===== src/rtl/mbx_pkg.sv =====
`timescale 1ns/100ps
package mbx_pkg;
    localparam int DATA_W   = 32;
    localparam int IN_DEPTH = 4;
    localparam int EV_W     = 3;
    localparam int IRQ_W    = 2;

    // event bit positions
    localparam int EV_OUT_TAKEN = 0;
    localparam int EV_INT_TAKEN = 1;
    localparam int EV_IN_FILLED = 2;

    // interrupt bit positions
    localparam int IRQ_AVAIL = 0;
    localparam int IRQ_SPACE = 1;

    typedef struct packed {
        logic [7:0] int_cnt;
        logic [7:0] free;
        logic [7:0] out_cnt;
    } status_t;

    function automatic logic [7:0] free_of(input int depth, input int cnt);
        return 8'(depth - cnt);
    endfunction
endpackage


===== src/rtl/mbx_slot.sv =====
`timescale 1ns/100ps
module mbx_slot #(
    parameter int DW = mbx_pkg::DATA_W
) (
    input  logic          clk,
    input  logic          rst,
    input  logic          wr,
    input  logic [DW-1:0] wdata,
    input  logic          rd,
    output logic          wr_ok,
    output logic          rd_ok,
    output logic [DW-1:0] rdata,
    output logic          full
);
    logic          vld_q;
    logic [DW-1:0] dat_q;
    logic          vld_a;
    logic [DW-1:0] dat_a;

    // core side first, host read sees the result
    always_comb begin
        wr_ok = wr && !vld_q;
        vld_a = vld_q | wr_ok;
        dat_a = wr_ok ? wdata : dat_q;
        rd_ok = rd && vld_a;
        rdata = rd_ok ? dat_a : '0;
    end

    always_ff @(posedge clk) begin
        if (rst) begin
            vld_q <= 1'b0;
            dat_q <= '0;
        end else begin
            vld_q <= vld_a & ~rd_ok;
            dat_q <= dat_a;
        end
    end

    assign full = vld_q;
endmodule


===== src/rtl/mbx_inq.sv =====
`timescale 1ns/100ps
module mbx_inq #(
    parameter int DW    = mbx_pkg::DATA_W,
    parameter int DEPTH = mbx_pkg::IN_DEPTH,
    localparam int CW   = $clog2(DEPTH + 1)
) (
    input  logic          clk,
    input  logic          rst,
    input  logic          pop,
    output logic          pop_ok,
    output logic [DW-1:0] pop_data,
    input  logic          push,
    input  logic [DW-1:0] push_data,
    output logic          push_ok,
    output logic [CW-1:0] count,
    output logic [7:0]    free,
    output logic          err
);
    logic [DW-1:0] mem_q [DEPTH];
    logic [DW-1:0] mem_a [DEPTH];
    logic [DW-1:0] mem_n [DEPTH];
    logic [CW-1:0] cnt_q, cnt_a, cnt_n;
    logic [7:0]    free_q, free_a, free_n;
    logic          err_q;

    always_comb begin
        pop_ok   = pop && (cnt_q != '0);
        pop_data = pop_ok ? mem_q[0] : '0;
        cnt_a    = cnt_q - CW'(pop_ok);
        free_a   = free_q + 8'(pop_ok);
        push_ok  = push && (free_a != 8'd0);
        cnt_n    = cnt_a + CW'(push_ok);
        free_n   = push_ok ? mbx_pkg::free_of(DEPTH, int'(cnt_n)) : free_a;
    end

    for (genvar i = 0; i < DEPTH; i++) begin : g_slot
        if (i < DEPTH - 1) begin : g_shift
            assign mem_a[i] = pop_ok ? mem_q[i+1] : mem_q[i];
        end else begin : g_tail
            assign mem_a[i] = pop_ok ? '0 : mem_q[i];
        end
        assign mem_n[i] = (push_ok && cnt_a == CW'(i)) ? push_data : mem_a[i];
    end

    always_ff @(posedge clk) begin
        if (rst) begin
            for (int i = 0; i < DEPTH; i++) mem_q[i] <= '0;
            cnt_q  <= '0;
            free_q <= 8'(DEPTH);
            err_q  <= 1'b0;
        end else begin
            for (int i = 0; i < DEPTH; i++) mem_q[i] <= mem_n[i];
            cnt_q  <= cnt_n;
            free_q <= free_n;
            err_q  <= err_q | (free_q != mbx_pkg::free_of(DEPTH, int'(cnt_q)));
        end
    end

    assign count = cnt_q;
    assign free  = free_q;
    assign err   = err_q;
endmodule


===== src/rtl/mbx_evt.sv =====
`timescale 1ns/100ps
module mbx_evt #(
    parameter int EW = mbx_pkg::EV_W
) (
    input  logic          clk,
    input  logic          rst,
    input  logic [EW-1:0] raise,
    input  logic [EW-1:0] mask,
    input  logic [EW-1:0] ack,
    output logic [EW-1:0] pend,
    output logic          cnt
);
    logic [EW-1:0] pend_q, pend_a;
    logic          cnt_q, cnt_a, fresh;

    always_comb begin
        pend_a = pend_q & ~ack;
        cnt_a  = (ack != '0) ? 1'b0 : cnt_q;
        fresh  = |(raise & ~pend_a & mask);
    end

    always_ff @(posedge clk) begin
        if (rst) begin
            pend_q <= '0;
            cnt_q  <= 1'b0;
        end else begin
            pend_q <= pend_a | raise;
            cnt_q  <= cnt_a | (!cnt_a && fresh);
        end
    end

    assign pend = pend_q;
    assign cnt  = cnt_q;
endmodule


===== src/rtl/mbx_unit.sv =====
`timescale 1ns/100ps
module mbx_unit #(
    parameter int DW    = mbx_pkg::DATA_W,
    parameter int DEPTH = mbx_pkg::IN_DEPTH,
    localparam int CW   = $clog2(DEPTH + 1),
    localparam int EW   = mbx_pkg::EV_W,
    localparam int IW   = mbx_pkg::IRQ_W
) (
    input  logic          clk,
    input  logic          rst,
    input  logic          h_rd_out,
    input  logic          h_rd_int,
    input  logic          h_wr_in,
    input  logic [DW-1:0] h_wdata,
    input  logic [IW-1:0] h_irq_ack,
    output logic          h_out_ok,
    output logic [DW-1:0] h_out_data,
    output logic          h_int_ok,
    output logic [DW-1:0] h_int_data,
    output logic          h_wr_ok,
    output logic [23:0]   h_status,
    output logic [IW-1:0] irq_en,
    output logic [IW-1:0] irq_stat,
    output logic          irq,
    input  logic          c_wr_out,
    input  logic [DW-1:0] c_out_wdata,
    input  logic          c_wr_int,
    input  logic [DW-1:0] c_int_wdata,
    input  logic          c_rd_in,
    input  logic [EW-1:0] ev_mask,
    input  logic [EW-1:0] ev_ack,
    output logic          c_out_ok,
    output logic          c_int_ok,
    output logic          c_in_ok,
    output logic [DW-1:0] c_in_data,
    output logic          c_cnt_out,
    output logic          c_cnt_int,
    output logic [CW-1:0] c_cnt_in,
    output logic [EW-1:0] ev_pend,
    output logic          ev_cnt,
    output logic          err
);
    import mbx_pkg::*;

    logic          out_full, int_full;
    logic [7:0]    free_slots;
    logic [EW-1:0] raise;
    logic [IW-1:0] en_q, stat_q, en_set, stat_set;
    status_t       stat_word;

    mbx_slot #(.DW(DW)) out_i (
        .clk(clk), .rst(rst),
        .wr(c_wr_out), .wdata(c_out_wdata), .rd(h_rd_out),
        .wr_ok(c_out_ok), .rd_ok(h_out_ok), .rdata(h_out_data),
        .full(out_full)
    );

    mbx_slot #(.DW(DW)) int_i (
        .clk(clk), .rst(rst),
        .wr(c_wr_int), .wdata(c_int_wdata), .rd(h_rd_int),
        .wr_ok(c_int_ok), .rd_ok(h_int_ok), .rdata(h_int_data),
        .full(int_full)
    );

    mbx_inq #(.DW(DW), .DEPTH(DEPTH)) inq_i (
        .clk(clk), .rst(rst),
        .pop(c_rd_in), .pop_ok(c_in_ok), .pop_data(c_in_data),
        .push(h_wr_in), .push_data(h_wdata), .push_ok(h_wr_ok),
        .count(c_cnt_in), .free(free_slots), .err(err)
    );

    always_comb begin
        raise               = '0;
        raise[EV_OUT_TAKEN] = h_out_ok;
        raise[EV_INT_TAKEN] = h_int_ok;
        raise[EV_IN_FILLED] = h_wr_ok;
    end

    mbx_evt #(.EW(EW)) evt_i (
        .clk(clk), .rst(rst),
        .raise(raise), .mask(ev_mask), .ack(ev_ack),
        .pend(ev_pend), .cnt(ev_cnt)
    );

    // interrupt enables armed by host operations that found nothing to do
    always_comb begin
        en_set              = '0;
        en_set[IRQ_AVAIL]   = h_rd_int && !h_int_ok;
        en_set[IRQ_SPACE]   = h_wr_in && !h_wr_ok;
        stat_set            = '0;
        stat_set[IRQ_AVAIL] = c_int_ok;
        stat_set[IRQ_SPACE] = c_in_ok;
    end

    always_ff @(posedge clk) begin
        if (rst) begin
            en_q   <= '0;
            stat_q <= '0;
        end else begin
            en_q   <= (en_q & ~h_irq_ack) | en_set;
            stat_q <= (stat_q & ~h_irq_ack) | stat_set;
        end
    end

    always_comb begin
        stat_word.out_cnt = {7'd0, out_full};
        stat_word.free    = free_slots;
        stat_word.int_cnt = {7'd0, int_full};
    end

    assign h_status  = stat_word;
    assign irq_en    = en_q;
    assign irq_stat  = stat_q;
    assign irq       = |(stat_q & en_q);
    assign c_cnt_out = ~out_full;
    assign c_cnt_int = ~int_full;
endmodule


===== config.mk =====
export PLATFORM = sky130hd
export DESIGN_NAME = mbx_unit
export DESIGN_NICKNAME = d
export VERILOG_FILES = /design/src/rtl/mbx_pkg.sv /design/src/rtl/mbx_slot.sv /design/src/rtl/mbx_inq.sv /design/src/rtl/mbx_evt.sv /design/src/rtl/mbx_unit.sv
export SDC_FILE = /design/constraint.sdc
export NUM_CORES = 1
export LEC_CHECK = 0
export ABC_AREA = 1
export ABC_CLOCK_PERIOD_IN_PS = 10300
export CAP_MARGIN = 20
export CORE_MARGIN = 2
export CORE_UTILIZATION = 40
export DETAILED_ROUTE_END_ITERATION = 8
export PLACE_DENSITY = 0.75
export SLEW_MARGIN = 15
export SYNTH_ARGS = -nofsm -noshare
export SYNTH_HDL_FRONTEND = slang
export SYNTH_SLANG_ARGS = --single-unit

===== constraint.sdc =====
create_clock -name clk -period 10.3 [get_ports clk]
set_clock_uncertainty 0.1 [all_clocks]
set_input_delay 2.06 -clock clk [delete_from_list [all_inputs] [get_ports clk]]
set_output_delay 2.06 -clock clk [all_outputs]
set_load 0.005 [all_outputs]

==> results.ini, run 1 <==
[run_status]
status=complete, no violations

[sta]
rsz0062_at_grt=false
min_period_ns=7.32
fin_ws_ns=2.98
setup_tns_ns=0
fmax_ghz=0.137
hold_viol=0
worst_pin_slew_ns=1.13
fin_crit_sh_pct=71.1
setup_viol=0
drv_slew=0
max_slew_margin_pct=24.6

[floorplan]
core_um2=25800
dieWidth_um=166
start_util_pct=40.4
io_pins=253
dieArea_um2=27400
rows=59
die_y_um=166

[global_routing]
antenna_found_initial=0
grt_pass1_vias=9219
track_usage_pct=21.4
grt.overflow.total=0
grt_start_max_net_pins=130
grt_first_pass_wirelength_um=47600

[synthesis]
synth_area_um2=10400
ys_ff_latch=214
ys_types=32
yosysWarnings=0
syn_area_per_cell_um2=7.14
synth_cells=1462
yosysSeqAreaShare_pct=41.1

[critical_path]
slowest_delay_ns=0.60
crit_type=in2out
end_kind=primary output
cp_data_arrival_time_ns=5.16
cp-start-kind=primary input
crit_fanout=41
crit_family=buffers and inverters
cp.required_ns=8.14
slowest_stage=clkdlybuf4s50_1
regToRegSetupSlack_ns=5.78
r2r_start=inq_i.count[0]
critPathBufInv=5
worstPathCellList=clkdlybuf4s50_1 -> inv_1 -> nor2_4 -> ha_1 -> ha_1 -> nand3_2 -> xor2_1 -> nor2_1 -> nand3_4 -> nand2_1 -> inv_1 -> buf_4 -> clkdlybuf4s50_1
r2r_cells=14
rr_endpoint=inq_i.mem_q[0][8]

[cts]
postCtsSetupBuffers=0
hold_buffers=0
cts_sinks=214
tritoncts=built
cts_htree_levels=1
cts_root_buf=clkbuf_16
clk_latency_ns=0.52
clockBufferDepth=3
ctsResizeCount=0
clkTransAtPathRegs_ns=0.06
cts_buffers=25

[cells_and_area]
drive_gt1_share_pct=4.53
fin_area_um2=13600
layout_commonest_cell=nand2_1
fillers=2444
instances_no_fill=1967
final_nets=1737
utilization_pct=52.5
syn_to_final_growth_pct=30.0
final_cell_mix=nand2_1 (322), clkdlybuf4s50_1 (236), dfxtp_1 (214)
diodes=0

[detailed_routing]
drt_iter0_drc=958
dr.pass1.iters=5
drt_wl_total_um=30400
post_drt_wl_per_cell_um=15.4
vias=10100
viasPerCell=5.13
drc=0
ant_nets=0

[placed_design]
placed_area_um2=12700
dp_hpwl_um=18900
place_congestion=0.828
port_buffers=238
dp.cells=1924
pre_cts_ws_ns=3.01

[power_and_ir_drop]
power_density_nw_per_um2=246
leakagePower_nw=5.56
peakVddDrop_uv=148

[hold_path]
hold_depth=2
holdPathEnd=inq_i.mem_q[0][101]
min_path_type=reg2reg
min-delay-start=inq_i.mem_q[0][101]

[flow_run]
drv_cap=0

[state kept, by name, summed over array words and instances, names as in the netlist, 2 cells and up]
| name | flops |
|---|---|
| inq_i.mem_q | 128 |
| irq_en | 2 |
| int_i.dat_q | 32 |
| out_i.dat_q | 32 |
| inq_i.count | 3 |
| evt_i.pend | 3 |
| irq_stat | 2 |
| inq_i.free | 8 |
[synth_stat cells]
library cell | number | share of area [%]
buf_2 | 16 | 0.77
nor2_4 | 1 | 0.11
ha_1 | 9 | 1.1
conb_1 | 1 | 0.036
nand3_1 | 165 | 7.9
a21oi_1 | 146 | 7.0
or2_2 | 1 | 0.060
xnor2_1 | 2 | 0.17
clkbuf_1 | 78 | 2.8
o21ai_0 | 4 | 0.19
a22o_1 | 1 | 0.084
nor3_2 | 3 | 0.29
buf_4 | 28 | 2.0
xor2_1 | 4 | 0.34
nor3_1 | 4 | 0.19
o211ai_1 | 1 | 0.072
dfxtp_1 | 214 | 41
a31oi_1 | 1 | 0.060
nand2_1 | 324 | 12
buf_6 | 9 | 0.97
mux2i_1 | 64 | 6.1
o41ai_1 | 1 | 0.084
inv_1 | 94 | 3.4
o21ai_1 | 3 | 0.14
nand3_2 | 3 | 0.29
o21bai_1 | 2 | 0.14
nor2_2 | 1 | 0.060
nand4_1 | 99 | 5.9
buf_1 | 6 | 0.22
nor2_1 | 172 | 6.2
inv_2 | 2 | 0.072
nand3_4 | 3 | 0.50
[power breakdown]
part / switching [mW] / leakage [nW] / total (mW) / internal, mW
Clock: 0.345 / 0.403 / 0.898 / 0.554
Combinational: 0.834 / 3.41 / 1.30 / 0.465
Sequential: 0.110 / 1.75 / 1.14 / 1.03
[worst max-delay path by stage]
stage	start	to	slack, ns	depth (start not counted)
global placement	c_rd_in	h_wr_ok	3.09	12
global route	c_rd_in	h_wr_ok	2.71	13
floorplan	c_rd_in	h_wr_ok	4.00	11
detailed placement	c_rd_in	h_wr_ok	3.01	12
CTS	c_rd_in	h_wr_ok	3.00	12
finish	c_rd_in	h_wr_ok	2.98	13
[worst min-delay path: stages, from the launching register on]
cell and delay [ns]:
dfxtp_1 0.31, nand3_1 0.07, a21oi_1 0.05
[final cells by class]
cell class                 instances  area, um2  area share, %
clock inverter                     9        128          0.941
timing repair buffer             251       2480           18.3
tap                              335        419           3.09
inverter                          96        363           2.67
sequential                       214       4280           31.6
multi-input combinational       1028       5180           38.2
clock buffer                      34        709           5.23
[layer usage]
metal  global-route usage (%)  part of all wire [%]  vias up  routed length [um]
li1                         -                     -     5105                   -
met1                     27.6                    41     4524               12500
met2                     35.0                    46      421               14100
met3                     5.89                   9.6       50                2910
met4                     6.54                   2.6        0                 786
met5                        0                     0        -                   0
[stage by stage]
step | hold WS [ns] | power (mW)
6_report | 0.377 | 3.34
5_1_grt | 0.392 | 3.57
4_1_cts | 0.381 | 3.36
3_5_place_dp | 0.372 | 2.45
3_3_place_gp | 0.367 | 2.42
2_1_floorplan | 0.357 | 2.06
[cell families after synthesis]
kind of cell               after synthesis  synth area share, %
AOI/OAI and AO/OA                      159                 7.78
other                                    1               0.0359
and+or+nand+nor                        776                 33.2
muxes                                   64                 6.14
xor gates and xnor gates                 6                0.504
adders and majority gates                9                 1.08
buffers and inverters                  233                 10.2
DFF                                    214                 41.1
(Power assumes the default switching activity.)
==> inputs of run 2 (changes only) <==
--- a/config.mk
+++ b/config.mk
@@ -6,7 +6,7 @@
 export NUM_CORES = 1
 export LEC_CHECK = 0
 export ABC_AREA = 1
-export ABC_CLOCK_PERIOD_IN_PS = 10300
+export ABC_CLOCK_PERIOD_IN_PS = 7300
 export CAP_MARGIN = 20
 export CORE_MARGIN = 2
 export CORE_UTILIZATION = 40
==> constraint.sdc (replaced) <==
create_clock -name clk -period 7.3 [get_ports clk]
set_clock_uncertainty 0.1 [all_clocks]
set_input_delay 1.46 -clock clk [delete_from_list [all_inputs] [get_ports clk]]
set_output_delay 1.46 -clock clk [all_outputs]
set_load 0.005 [all_outputs]
==> results.ini, run 2 (synthesis gave the netlist of run 1 again) <==
[sta]
setup_viol=0
setup_tns_ns=0
max_slew_margin_pct=28.6
min_period_ns=5.48
rsz0062_at_grt=false
fmax_ghz=0.183
hold_viol=0
worst_pin_slew_ns=1.07
fin_ws_ns=1.82
fin_crit_sh_pct=75.0
drv_slew=0

[floorplan]
core_um2=25800
dieWidth_um=166
dieArea_um2=27400
start_util_pct=40.4
rows=59
die_y_um=166
io_pins=253

[hold_path]
min-delay-start=inq_i.mem_q[0][117]
holdPathEnd=inq_i.mem_q[0][117]
min_path_type=reg2reg
hold_depth=2

[placed_design]
dp.cells=1928
port_buffers=238
dp_hpwl_um=19300
placed_area_um2=12800
pre_cts_ws_ns=1.77
place_congestion=0.768

[cells_and_area]
final_cell_mix=nand2_1 (322), clkdlybuf4s50_1 (236), dfxtp_1 (214)
fin_area_um2=13600
drive_gt1_share_pct=4.83
syn_to_final_growth_pct=30.0
top_regs=inq_i.mem_q x128, int_i.dat_q x32, out_i.dat_q x32
final_nets=1742
diodes=0
largest_register_ffs=128
instances_no_fill=1972
regMostFlops=inq_i.mem_q
layout_commonest_cell=nand2_1

[critical_path]
end_kind=primary output
rr_endpoint=inq_i.mem_q[0][97]
cp_data_arrival_time_ns=3.92
startpoint=c_rd_in
r2r_start=inq_i.count[0]
cp.required_ns=5.74
regToRegSetupSlack_ns=2.83
crit_type=in2out
crit_fanout=6
r2r_cells=14
cp-start-kind=primary input

[detailed_routing]
dr.pass1.iters=5
viasPerCell=5.23
drt_iter0_drc=835
drc=0
post_drt_wl_per_cell_um=15.7
vias=10306
drt_wl_total_um=31000
ant_nets=0

[cts]
cts_sinks=214
hold_buffers=0
clkTransAtPathRegs_ns=0.06
cts_root_buf=clkbuf_16
clk_latency_ns=0.53
ctsResizeCount=0
tritoncts=built
cts_buffers=25
postCtsSetupBuffers=0
clockBufferDepth=3
cts_htree_levels=1

[flow_run]
drv_cap=0

[power_and_ir_drop]
power_density_nw_per_um2=345
leakagePower_nw=5.58
switching_share_pct=39.3
finalPower_mw=4.68
peakVddDrop_uv=200
p_comb_share_pct=39.4
clkPwrFrac_pct=26.1
switchingPower_mw=1.84
internal_power_mw=2.84
seqPwrFrac_pct=34.5

[global_routing]
grt_first_pass_wirelength_um=49200
grt.overflow.total=0
track_usage_pct=22.0
grt_start_max_net_pins=101
antenna_found_initial=0
grt_pass1_vias=9688

[run_status]
status=complete, no violations

run 2: cell count changes in the layout (fill, tap and decap cells not counted):
cell and delta:
buf_8 +1, clkinvlp_4 -2, bufinv_16 -2, buf_4 +4, clkinv_2 +2, inv_6 +1
clkbuf_8 +1
run 2: how the worst max path moves through the flow:
stage / end / slack (ns)
6_report: h_wr_ok / 1.82
5_1_grt: h_wr_ok / 1.62
4_1_cts: h_wr_ok / 1.77
3_5_place_dp: h_wr_ok / 1.77
3_3_place_gp: h_wr_ok / 1.79
2_1_floorplan: h_wr_ok / 2.20
run 2: cell type report:
| class | count | area [um2] |
|---|---|---|
| tap | 335 | 419 |
| inverter | 96 | 363 |
| multi-input combinational | 1028 | 5180 |
| fill | 2500 | 12300 |
| clock buffer | 35 | 723 |
| clock inverter | 8 | 71.3 |
| timing repair buffer | 256 | 2520 |
| sequential | 214 | 4280 |
run 2: metal layers:
metal | track usage [%] | wire, um | up-vias
met1 | 27.4 | 12700 | 4754
met4 | 5.09 | 610 | 0
met2 | 38.1 | 14900 | 400
met5 | 0 | 0 | -
met3 | 5.77 | 2800 | 36
li1 | - | - | 5116
run 2: critical path, cell delays in order:
cell and delay (ns):
clkdlybuf4s50_1 0.45, inv_1 0.06, nor2_4 0.09, ha_1 0.20, ha_1 0.25, or2_2 0.29, nor2_1 0.23, nand3_4 0.10
nand2_1 0.22, inv_1 0.09, clkdlybuf4s50_1 0.48
run 2: through the flow:
stage	utilization, %	hold WS (ns)
after floorplan	-	0.357
after global placement	49.4	0.366
after detailed placement	49.4	0.372
after CTS	52.5	0.381
after global routing	52.5	0.397
final	52.5	0.381
run 2: power by group through the flow:
stage	Combinational, mW	Sequential (mW)	Clock (mW)
floorplan	1.31	1.60	0
global placement	1.81	1.62	0
detailed placement	1.83	1.64	0
CTS	1.84	1.61	1.24
global route	2.07	1.65	1.29
finish	1.84	1.61	1.22
